<file path="config.mk">
export PLATFORM = sky130hd
export DESIGN_NAME = sar_conv_seq
export DESIGN_NICKNAME = d
export VERILOG_FILES = /design/src/rtl/sar_conv_pkg.sv /design/src/rtl/sar_toggle_sync.sv /design/src/rtl/sar_sel_filter.sv /design/src/rtl/sar_seq.sv /design/src/rtl/sar_conv_seq.sv
export SDC_FILE = /design/constraint.sdc
export NUM_CORES = 1
export LEC_CHECK = 0
export ABC_AREA = 1
export BUFFER_PORTS_ARGS = -buffer_cell sky130_fd_sc_hd__buf_2
export CAP_MARGIN = 15
export CELL_PAD_IN_SITES_DETAIL_PLACEMENT = 1
export CELL_PAD_IN_SITES_GLOBAL_PLACEMENT = 1
export CORE_MARGIN = 1
export CORE_UTILIZATION = 45
export DETAILED_ROUTE_END_ITERATION = 8
export PLACE_DENSITY = 0.9
export RECOVER_POWER = 100
export SYNTH_ARGS = -nofsm -noshare
export SYNTH_HDL_FRONTEND = slang
export SYNTH_SLANG_ARGS = --single-unit
</file>
<file path="constraint.sdc">
create_clock -name clk -period 3.4 [get_ports clk]
set_input_delay 0.34 -clock clk [delete_from_list [all_inputs] [get_ports clk]]
set_output_delay 0.34 -clock clk [all_outputs]
set_load 0.05 [all_outputs]
</file>
<file path="src/rtl/sar_conv_pkg.sv">
package sar_conv_pkg;

    // Sequencer phases within one conversion frame
    typedef enum logic [1:0] {
        PH_IDLE  = 2'd0,
        PH_SETUP = 2'd1,
        PH_TRIAL = 2'd2,
        PH_LATCH = 2'd3
    } phase_e;

    // Reserved self-test channel codes
    localparam logic [3:0] CH_TEST_MID  = 4'hB;
    localparam logic [3:0] CH_TEST_LOW  = 4'hC;
    localparam logic [3:0] CH_TEST_HIGH = 4'hD;

    typedef enum logic [1:0] {
        TL_NONE = 2'd0,
        TL_MID  = 2'd1,
        TL_LOW  = 2'd2,
        TL_HIGH = 2'd3
    } test_lvl_e;

    function automatic test_lvl_e decode_test(input logic [3:0] ch);
        case (ch)
            CH_TEST_MID:  return TL_MID;
            CH_TEST_LOW:  return TL_LOW;
            CH_TEST_HIGH: return TL_HIGH;
            default:      return TL_NONE;
        endcase
    endfunction

    function automatic int unsigned max3(input int unsigned a, input int unsigned b,
                                         input int unsigned c);
        int unsigned m;
        m = (a > b) ? a : b;
        return (m > c) ? m : c;
    endfunction

endpackage

</file>
<file path="src/rtl/sar_toggle_sync.sv">
module sar_toggle_sync #(
    parameter int unsigned STAGES = 2
) (
    input  logic clk,
    input  logic rst,
    input  logic tgl_in,
    output logic pulse
);
    logic [STAGES-1:0] chain;
    logic              last_q;

    always_ff @(posedge clk) begin
        if (rst) begin
            chain  <= '0;
            last_q <= 1'b0;
        end else begin
            chain  <= {chain[STAGES-2:0], tgl_in};
            last_q <= chain[STAGES-1];
        end
    end

    assign pulse = chain[STAGES-1] ^ last_q;
endmodule

</file>
<file path="src/rtl/sar_sel_filter.sv">
module sar_sel_filter #(
    parameter int unsigned SYNC_STAGES = 2,
    parameter int unsigned HOLD_EDGES  = 2
) (
    input  logic clk,
    input  logic rst,
    input  logic raw_n,
    output logic level_n,
    output logic change
);
    localparam int unsigned CNT_W = (HOLD_EDGES < 2) ? 1 : $clog2(HOLD_EDGES + 1);
    localparam logic [CNT_W-1:0] CNT_LAST = CNT_W'(HOLD_EDGES - 1);

    logic [SYNC_STAGES-1:0] sync_q;
    logic [CNT_W-1:0]       hold_cnt;
    logic                   differs;

    assign differs = sync_q[SYNC_STAGES-1] != level_n;
    assign change  = differs && (hold_cnt == CNT_LAST);

    always_ff @(posedge clk) begin
        if (rst) begin
            sync_q   <= '1;
            level_n  <= 1'b1;
            hold_cnt <= '0;
        end else begin
            sync_q <= {sync_q[SYNC_STAGES-2:0], raw_n};
            if (change) begin
                level_n  <= sync_q[SYNC_STAGES-1];
                hold_cnt <= '0;
            end else if (differs) begin
                hold_cnt <= hold_cnt + 1'b1;
            end else begin
                hold_cnt <= '0;
            end
        end
    end
endmodule

</file>
<file path="src/rtl/sar_seq.sv">
module sar_seq
    import sar_conv_pkg::*;
#(
    parameter int unsigned W          = 10,
    parameter int unsigned SETUP_CYC  = 2,
    parameter int unsigned CYC_PER_BIT = 4,
    parameter int unsigned LATCH_CYC  = 2,
    parameter bit          TEST_EN    = 1'b1
) (
    input  logic         clk,
    input  logic         rst,
    input  logic         start,
    input  logic         abort,
    input  logic [3:0]   chan,
    input  logic         cmp_in,
    output logic [W-1:0] dac_code,
    output logic [W-1:0] result,
    output logic         eoc
);
    localparam int unsigned SUB_MAX = max3(SETUP_CYC, CYC_PER_BIT, LATCH_CYC);
    localparam int unsigned SUB_W   = (SUB_MAX < 2) ? 1 : $clog2(SUB_MAX);
    localparam int unsigned BIT_W   = (W < 2) ? 1 : $clog2(W);
    localparam logic [SUB_W-1:0] SETUP_LAST = SUB_W'(SETUP_CYC - 1);
    localparam logic [SUB_W-1:0] BIT_LAST   = SUB_W'(CYC_PER_BIT - 1);
    localparam logic [SUB_W-1:0] LATCH_LAST = SUB_W'(LATCH_CYC - 1);
    localparam logic [BIT_W-1:0] MSB_IDX    = BIT_W'(W - 1);

    phase_e           phase;
    logic [SUB_W-1:0] sub_cnt;
    logic [BIT_W-1:0] bit_idx;
    logic [W-1:0]     approx;
    logic [W-1:0]     trial;
    logic [3:0]       chan_q;
    logic             cmp_eff;

    assign trial = approx | (W'(1) << bit_idx);

    always_comb begin
        case (phase)
            PH_TRIAL: dac_code = trial;
            PH_LATCH: dac_code = approx;
            default:  dac_code = '0;
        endcase
    end

    generate
        if (TEST_EN) begin : g_test
            test_lvl_e    lvl;
            logic [W-1:0] ref_code;
            assign lvl = decode_test(chan_q);
            always_comb begin
                case (lvl)
                    TL_MID:  ref_code = {1'b1, {(W-1){1'b0}}};
                    TL_HIGH: ref_code = '1;
                    default: ref_code = '0;
                endcase
            end
            assign cmp_eff = (lvl == TL_NONE) ? cmp_in : (trial <= ref_code);
        end else begin : g_notest
            assign cmp_eff = cmp_in;
        end
    endgenerate

    always_ff @(posedge clk) begin
        if (rst) begin
            phase   <= PH_IDLE;
            sub_cnt <= '0;
            bit_idx <= MSB_IDX;
            approx  <= '0;
            result  <= '0;
            eoc     <= 1'b1;
            chan_q  <= '0;
        end else if (phase != PH_IDLE && abort) begin
            phase   <= PH_IDLE;
            sub_cnt <= '0;
            approx  <= '0;
            eoc     <= 1'b1;
        end else begin
            case (phase)
                PH_IDLE: begin
                    if (start) begin
                        phase   <= PH_SETUP;
                        sub_cnt <= '0;
                        bit_idx <= MSB_IDX;
                        approx  <= '0;
                        chan_q  <= chan;
                        eoc     <= 1'b0;
                    end
                end
                PH_SETUP: begin
                    if (sub_cnt == SETUP_LAST) begin
                        phase   <= PH_TRIAL;
                        sub_cnt <= '0;
                    end else begin
                        sub_cnt <= sub_cnt + 1'b1;
                    end
                end
                PH_TRIAL: begin
                    if (sub_cnt == BIT_LAST) begin
                        approx[bit_idx] <= cmp_eff;
                        sub_cnt         <= '0;
                        if (bit_idx == '0) begin
                            phase <= PH_LATCH;
                        end else begin
                            bit_idx <= bit_idx - 1'b1;
                        end
                    end else begin
                        sub_cnt <= sub_cnt + 1'b1;
                    end
                end
                PH_LATCH: begin
                    if (sub_cnt == LATCH_LAST) begin
                        result  <= approx;
                        eoc     <= 1'b1;
                        phase   <= PH_IDLE;
                        sub_cnt <= '0;
                    end else begin
                        sub_cnt <= sub_cnt + 1'b1;
                    end
                end
                default: phase <= PH_IDLE;
            endcase
        end
    end
endmodule

</file>
<file path="src/rtl/sar_conv_seq.sv">
module sar_conv_seq #(
    parameter int unsigned RES_W       = 10,
    parameter int unsigned SETUP_CYC   = 2,
    parameter int unsigned CYC_PER_BIT = 4,
    parameter int unsigned LATCH_CYC   = 2,
    parameter int unsigned SYNC_STAGES = 2,
    parameter int unsigned HOLD_EDGES  = 2,
    parameter bit          TEST_EN     = 1'b1
) (
    input  logic             clk,
    input  logic             rst,
    input  logic             start_tgl,
    input  logic             cs_n,
    input  logic [3:0]       chan,
    input  logic             cmp_in,
    output logic [RES_W-1:0] dac_code,
    output logic [RES_W-1:0] result,
    output logic             eoc,
    output logic             sel_n
);
    localparam int unsigned FRAME_CYC = SETUP_CYC + RES_W * CYC_PER_BIT + LATCH_CYC;

    logic start_pulse;
    logic sel_change;

    sar_toggle_sync #(.STAGES(SYNC_STAGES)) u_handoff (
        .clk   (clk),
        .rst   (rst),
        .tgl_in(start_tgl),
        .pulse (start_pulse)
    );

    sar_sel_filter #(.SYNC_STAGES(SYNC_STAGES), .HOLD_EDGES(HOLD_EDGES)) u_sel (
        .clk    (clk),
        .rst    (rst),
        .raw_n  (cs_n),
        .level_n(sel_n),
        .change (sel_change)
    );

    sar_seq #(
        .W          (RES_W),
        .SETUP_CYC  (SETUP_CYC),
        .CYC_PER_BIT(CYC_PER_BIT),
        .LATCH_CYC  (LATCH_CYC),
        .TEST_EN    (TEST_EN)
    ) u_seq (
        .clk     (clk),
        .rst     (rst),
        .start   (start_pulse),
        .abort   (sel_change),
        .chan    (chan),
        .cmp_in  (cmp_in),
        .dac_code(dac_code),
        .result  (result),
        .eoc     (eoc)
    );
endmodule

</file>
* Word-level counts from Yosys, hierarchy flattened
Index checks and enable logic that the tools add are counted.
** Storage, ports and cells
- Flip-flop bits (word level) :: 41
- Input bits :: 9
- Output and inout port bits :: 22
- Logic and storage cells :: 86
** Cells by class
- Add/subtract/negate cells :: 3
- $lt $le $gt $ge :: 3
- Eq/ne operators :: 18
- Shift-type cells :: 1
- Multiplexer cells :: 27
- Bitwise gates (word level) :: 4
- Reductions and logical operators :: 18
** Operator list (number)
- $pmux 10 s2 :: 3
- $mux 10 :: 2
- $mux 2 :: 8
- $eq 4x4->1 const B :: 3
- $mux 4 :: 3
- $pmux 2 s3 :: 2
- $reduce_and 3->1 :: 4
- $bwmux 10 :: 1
- $le 10x10->1 :: 1
- $or 10x10->10 :: 1
- $reduce_and 5->1 :: 2
- $shl 1x4->10 const A :: 1
- $eq 2x1->1 const B :: 4
- $eq 2x2->1 const B :: 4
- $ne 2x1->1 const B :: 4
- $pmux 2 s4 :: 1
- $pmux 4 s2 :: 1
- $reduce_bool 2->1 :: 3
- $lt 4x5->1 const B :: 1
- $add 2x1->2 const B :: 2
- $demux 1 s4 :: 1
- $ge 4x1->1 const B :: 1
- $logic_not 2->1 :: 2
- $logic_not 4->1 :: 1
- 10 further kinds :: 18

* Longest topological paths before layout
- Depth after elaboration :: 9
- Mapped depth :: 14

* Hierarchy
Synthesis repeated with hierarchy kept, for this count alone.
** Second synthesis, totals
- Cell total of the unflattened synthesis :: 339
- Area total of the unflattened synthesis :: 2428.6 um^2
** By module, submodules not included
- sar_seq :: times used 1, cells an instance 306, area each 2144.6 um^2, seq. area each 660.6 um^2
- sar_sel_filter :: times used 1, cells an instance 20, area each 186.4 um^2, seq. area each 100.1 um^2
- sar_toggle_sync :: times used 1, cells an instance 13, area each 97.6 um^2, seq. area each 60.1 um^2

* Least setup slack after synthesis
No wires, ideal clock.
- Path kind :: register to output
- From :: register u_seq.phase[0]
- To :: output dac_code[1]
- Arrival :: 1.732 ns
- Data required time :: 3.060 ns
- Setup slack :: 1.328 ns
- Cell stages (with the launch flop) :: 6
- Buffers on the path :: 1
- Cells stage by stage :: dfxtp_1 -> inv_1 -> ha_1 -> inv_2 -> buf_1 -> o22ai_1
** On the way
- Longest elaborated chain between the ends :: 2
- Elaborated cells on any way between the ends :: 3
- Classes of those cells :: eq/ne: 2; mux: 1
** RTL lines
- start, declared :: line sar_seq.sv:28 : phase_e phase;
- start signal, assigned :: line sar_seq.sv:66 : phase <= PH_IDLE;
- start signal, assigned :: line sar_seq.sv:74 : phase <= PH_IDLE;
- start signal, assigned :: line sar_seq.sv:82 : phase <= PH_SETUP;
- $eq 2x2->1 :: line sar_seq.sv:39 : case (phase)
- $pmux 10 s2 (*) :: line sar_seq.sv:39
- end, declared :: line sar_conv_seq.sv:16 : output logic [RES_W-1:0] dac_code,
Every way passes the cells marked *; elsewhere a longest branch is shown, timed or not.

* Worst setup path after layout
- From :: register u_seq.phase[0]
- To :: register u_seq.bit_idx[3]
** On the way
- Longest elaborated chain between the ends :: 4
- Elaborated cells on any way between the ends :: 11
- Classes of those cells :: eq/ne: 4; mux: 1; bitwise: 1; reduce/logical: 5
** RTL lines
- parallel branches: the longest is 4 deep, another holds $reduce_and 5->1
- end signal, assigned :: line sar_seq.sv:105 : bit_idx <= bit_idx - 1'b1;
- end, declared :: line sar_seq.sv:30 : logic [BIT_W-1:0] bit_idx;
Several ways; the timed one is not identified.
A chain may end at the register's enable or synchronous reset.

==> key figures <==
Status
  • Status: completed

Floorplanning
  • Initial Utilization: 46.9%
  • Standard cell core area: between 5000 and 6000 um2
  • Die outline height: 75.2 um
  • Die Area: around 5700 um2
  • I/O Pins: 31
  • Placement Rows: 26
  • Horizontal die dimension: about 75 um

STA
  • Max frequency: 347 MHz
  • Final critical-path share of the clock period: between 80% and 90%
  • Final worst hold slack: ~0.23 ns
  • Worst rel slew slack: ~51%
  • TNS Setup: 0 ns
  • Hold violation total from the final report: 0
  • Minimum period implied by the final worst setup slack: 2.88 ns
  • Slew at the pin with the worst max-slew slack: 0.738 ns
  • RSZ-0062 raised after global routing: no
  • Worst clock skew: ~0.0081 ns
  • Final setup violation count: 0
  • Final max-slew violation count: 0

Drt
  • Via count: approximately 2300
  • Violation count after the first detailed-route iteration: slightly below 90
  • Total detailed-routing wirelength: 6.51 mm
  • DRC violation count after routing: 0
  • Routed via count divided by cell count: approximately 5.4
  • Wire length per cell after detailed routing: between 15 and 20 um
  • Number of iterations in the first detailed-routing pass: 4
  • Count of antenna-violating nets left after detailed routing: 0

GRT
  • Aggregate global routing overflow: 0
  • Met3 Track Usage GR: under 10%
  • Global route hottest layer: met2
  • Pin count of the biggest net entering global routing: 26
  • Combined global-route utilization of all metal layers: between 20% and 30%
  • Met2 Usage GRT: a little under half
  • Number of global-route vias before repair: roughly 2300
  • Antenna violations before repair: 0
  • First-pass GRT wire length: roughly 11 mm
  • GR met1 Demand/Resource: between 20% and 30%

Place
  • Final weighted congestion in routability-driven placement: approximately 0.86
  • Number of buffer cells added on primary ports: 30
  • Cell area reported after detailed placement: 2580 um2
  • Estimated wirelength of the detail-placed design: ~4.7 mm

Setup path
  • Kind of start point of the critical path: flop
  • Top cell family by delay on the critical path: simple AND/OR/NAND/NOR gates
  • Slowest stage cell, crit path: ha_1
  • Largest incremental delay on the critical path: approximately 0.56 ns
  • Crit Path Class: reg2reg
  • Crit path buf inv count: 4
  • Worst Path Max Fanout: 25
  • Worst Path Required: ~3.6 ns
  • Data arrival time at the worst-slack endpoint: roughly 3.1 ns
  • Critical path depth in cells: 11
  • Chain of cells forming the critical path: inv_1 > ha_1 > inv_2 > nor2_1 > nor2_2 > nand2_2 > inv_4 > nand3_1 > inv_4 > a21oi_4 > nand3_1
  • Capturing element type of the critical path: flop
  • Cell count of the worst reg-to-reg path: 11
  • R2r setup slk: just over 0.5 ns

Clocking
  • CTS tree: built
  • Post-CTS Setup Bufs: 0
  • H-tree levels: 2
  • Count of instances resized after the clock tree is built: 0
  • Number of buffers inserted for hold repair after clock tree synthesis: 0
  • Clock net sink count: a little over 40
  • Clock latency on the worst-skew pair: approximately 0.30 ns
  • Clock-pin slew of the registers on the worst-case setup and hold paths: roughly 0.08 ns
  • Cell at the root of the clock tree: clkbuf_8
  • Buffer levels on the longest clock path: 2
  • Number of buffers created by CTS: 5

Layout
  • Area added between synthesis and finish: 10.2%
  • Layout cells sized above 1: a little under 9%
  • Antenna diodes: 0
  • Final nets: slightly below 400
  • Final instance area: 2660 um2

Synth
  • Total of warnings raised by yosys: 0
  • Syn Nets: between 300 and 400
  • Register bit total from synthesis: 41
  • Syn Inst Count: approximately 340
  • Cell Area, Synth: between 2000 and 2500 um2
  • Distinct cells, synth: 29
  • Post-synthesis average cell area: just over 7 um2
  • Part of the Yosys area used for sequential elements: between 30% and 40%

Hold path
  • Cell depth of the worst min-delay path: 2
  • Class of the tightest hold or removal check: in2reg

Pwr
  • Leak: about 0.0011 uW
  • Cell area power density: between 600 and 700 nW/um2
  • VDD IR-drop max: 0.245 mV
  • PnR Total Power: 1630 uW

Flow run
  • Number of maximum-capacitance constraint violations: 0
==> report_power, final <==
part	switching, uW	internal, uW	total, uW
clock	175	240	414
sequential	32.1	518	550
combinational	486	181	667
==> flip-flops by register name (all words and copies together), names as in the netlist <==
name,cells
u_seq.eoc,1
u_handoff.last_q,1
u_seq.phase,2
u_handoff.chain,2
u_sel.level_n,1
u_seq.bit_idx,4
u_seq.result,10
u_seq.sub_cnt,2
u_sel.sync_q,2
u_seq.approx,10
u_sel.hold_cnt,2
u_seq.chan_q,4
==> through the flow <==
step	utilization, %	cells	setup WS, ns
6_report	51.7	433	0.518
5_1_grt	51.7	433	0.252
4_1_cts	52.5	433	0.710
3_5_place_dp	50.3	425	0.719
3_3_place_gp	50.3	425	0.807
2_1_floorplan	-	335	1.33
==> routing by layer <==
layer  vias to the layer above  share of wire (%)  routed length (um)
met5                         -                  0                   0
met4                         0                1.5                  96
met3                        10                2.9                 190
met2                        39                 50                3270
met1                      1134                 45                2950
li1                       1146                  -                   -
==> path summary, 6_finish.rpt <==
path / from / to
worst min-delay path: cs_n / u_sel.sync_q[0]$_SDFF_PP1_
worst max-delay path: u_seq.phase[0]$_SDFFE_PP0P_ / u_seq.bit_idx[3]$_SDFFE_PP1P_
worst min register to register: u_handoff.chain[0]$_SDFF_PP0_ / u_handoff.chain[1]$_SDFF_PP0_
worst max register to register: u_seq.phase[0]$_SDFFE_PP0P_ / u_seq.bit_idx[3]$_SDFFE_PP1P_
==> cells by family after synthesis <==
logic type / share of synthesized area, %
XOR/XNOR: 0.727
AND/OR/NAND/NOR: 26.9
adder cells (fa/ha/maj): 11.9
flip-flops: 34.1
AO/OA/AOI/OAI: 16.2
buffers and inverters: 10.2
==> cells in the mapped netlist (all sizes together) <==
cell type / instances / share of area, %
xor2: 2 / 0.73
a211oi: 2 / 0.62
ha: 23 / 12
dfxtp: 41 / 34
o21ai: 25 / 5.2
nor2: 29 / 5.3
inv: 47 / 7.5
or2: 3 / 0.78
o22ai: 9 / 2.3
buf: 7 / 2.2
nand3: 25 / 5.7
nand4: 1 / 0.26
nor3: 10 / 3.3
nand2: 71 / 11
nand3b: 1 / 0.31
clkbuf: 3 / 0.47
a21oi: 35 / 7.7
o211ai: 1 / 0.31
==> placed cells by master, fill, tap and decap left out <==
master,instances
nand4_1,1
a21oi_1,34
nor2_1,26
nand3_1,25
a21oi_4,1
or2_2,3
nor2_2,1
o22ai_1,9
nor3_1,4
dfxtp_1,41
nor2_4,2
nand2_1,70
bufinv_16,1
inv_2,2
inv_1,43
o21ai_0,23
ha_1,23
a211oi_1,2
nor3_2,6
xor2_1,2
nand2_2,1
clkbuf_8,6
o211ai_1,1
nand3b_1,1
o21ai_1,2
clkbuf_1,24
inv_4,2
buf_2,7
==> layout make-up <==
class	instances	area (um2)
repair buffers	30	121
well taps	70	87.6
inverters	47	181
multi-input cells	237	1330
clock buffers	7	86.3
clock inverters	1	30.0
flip-flops and latches	41	821
fillers	722	2480
Note: power is estimated with default switching activity, not from simulation.
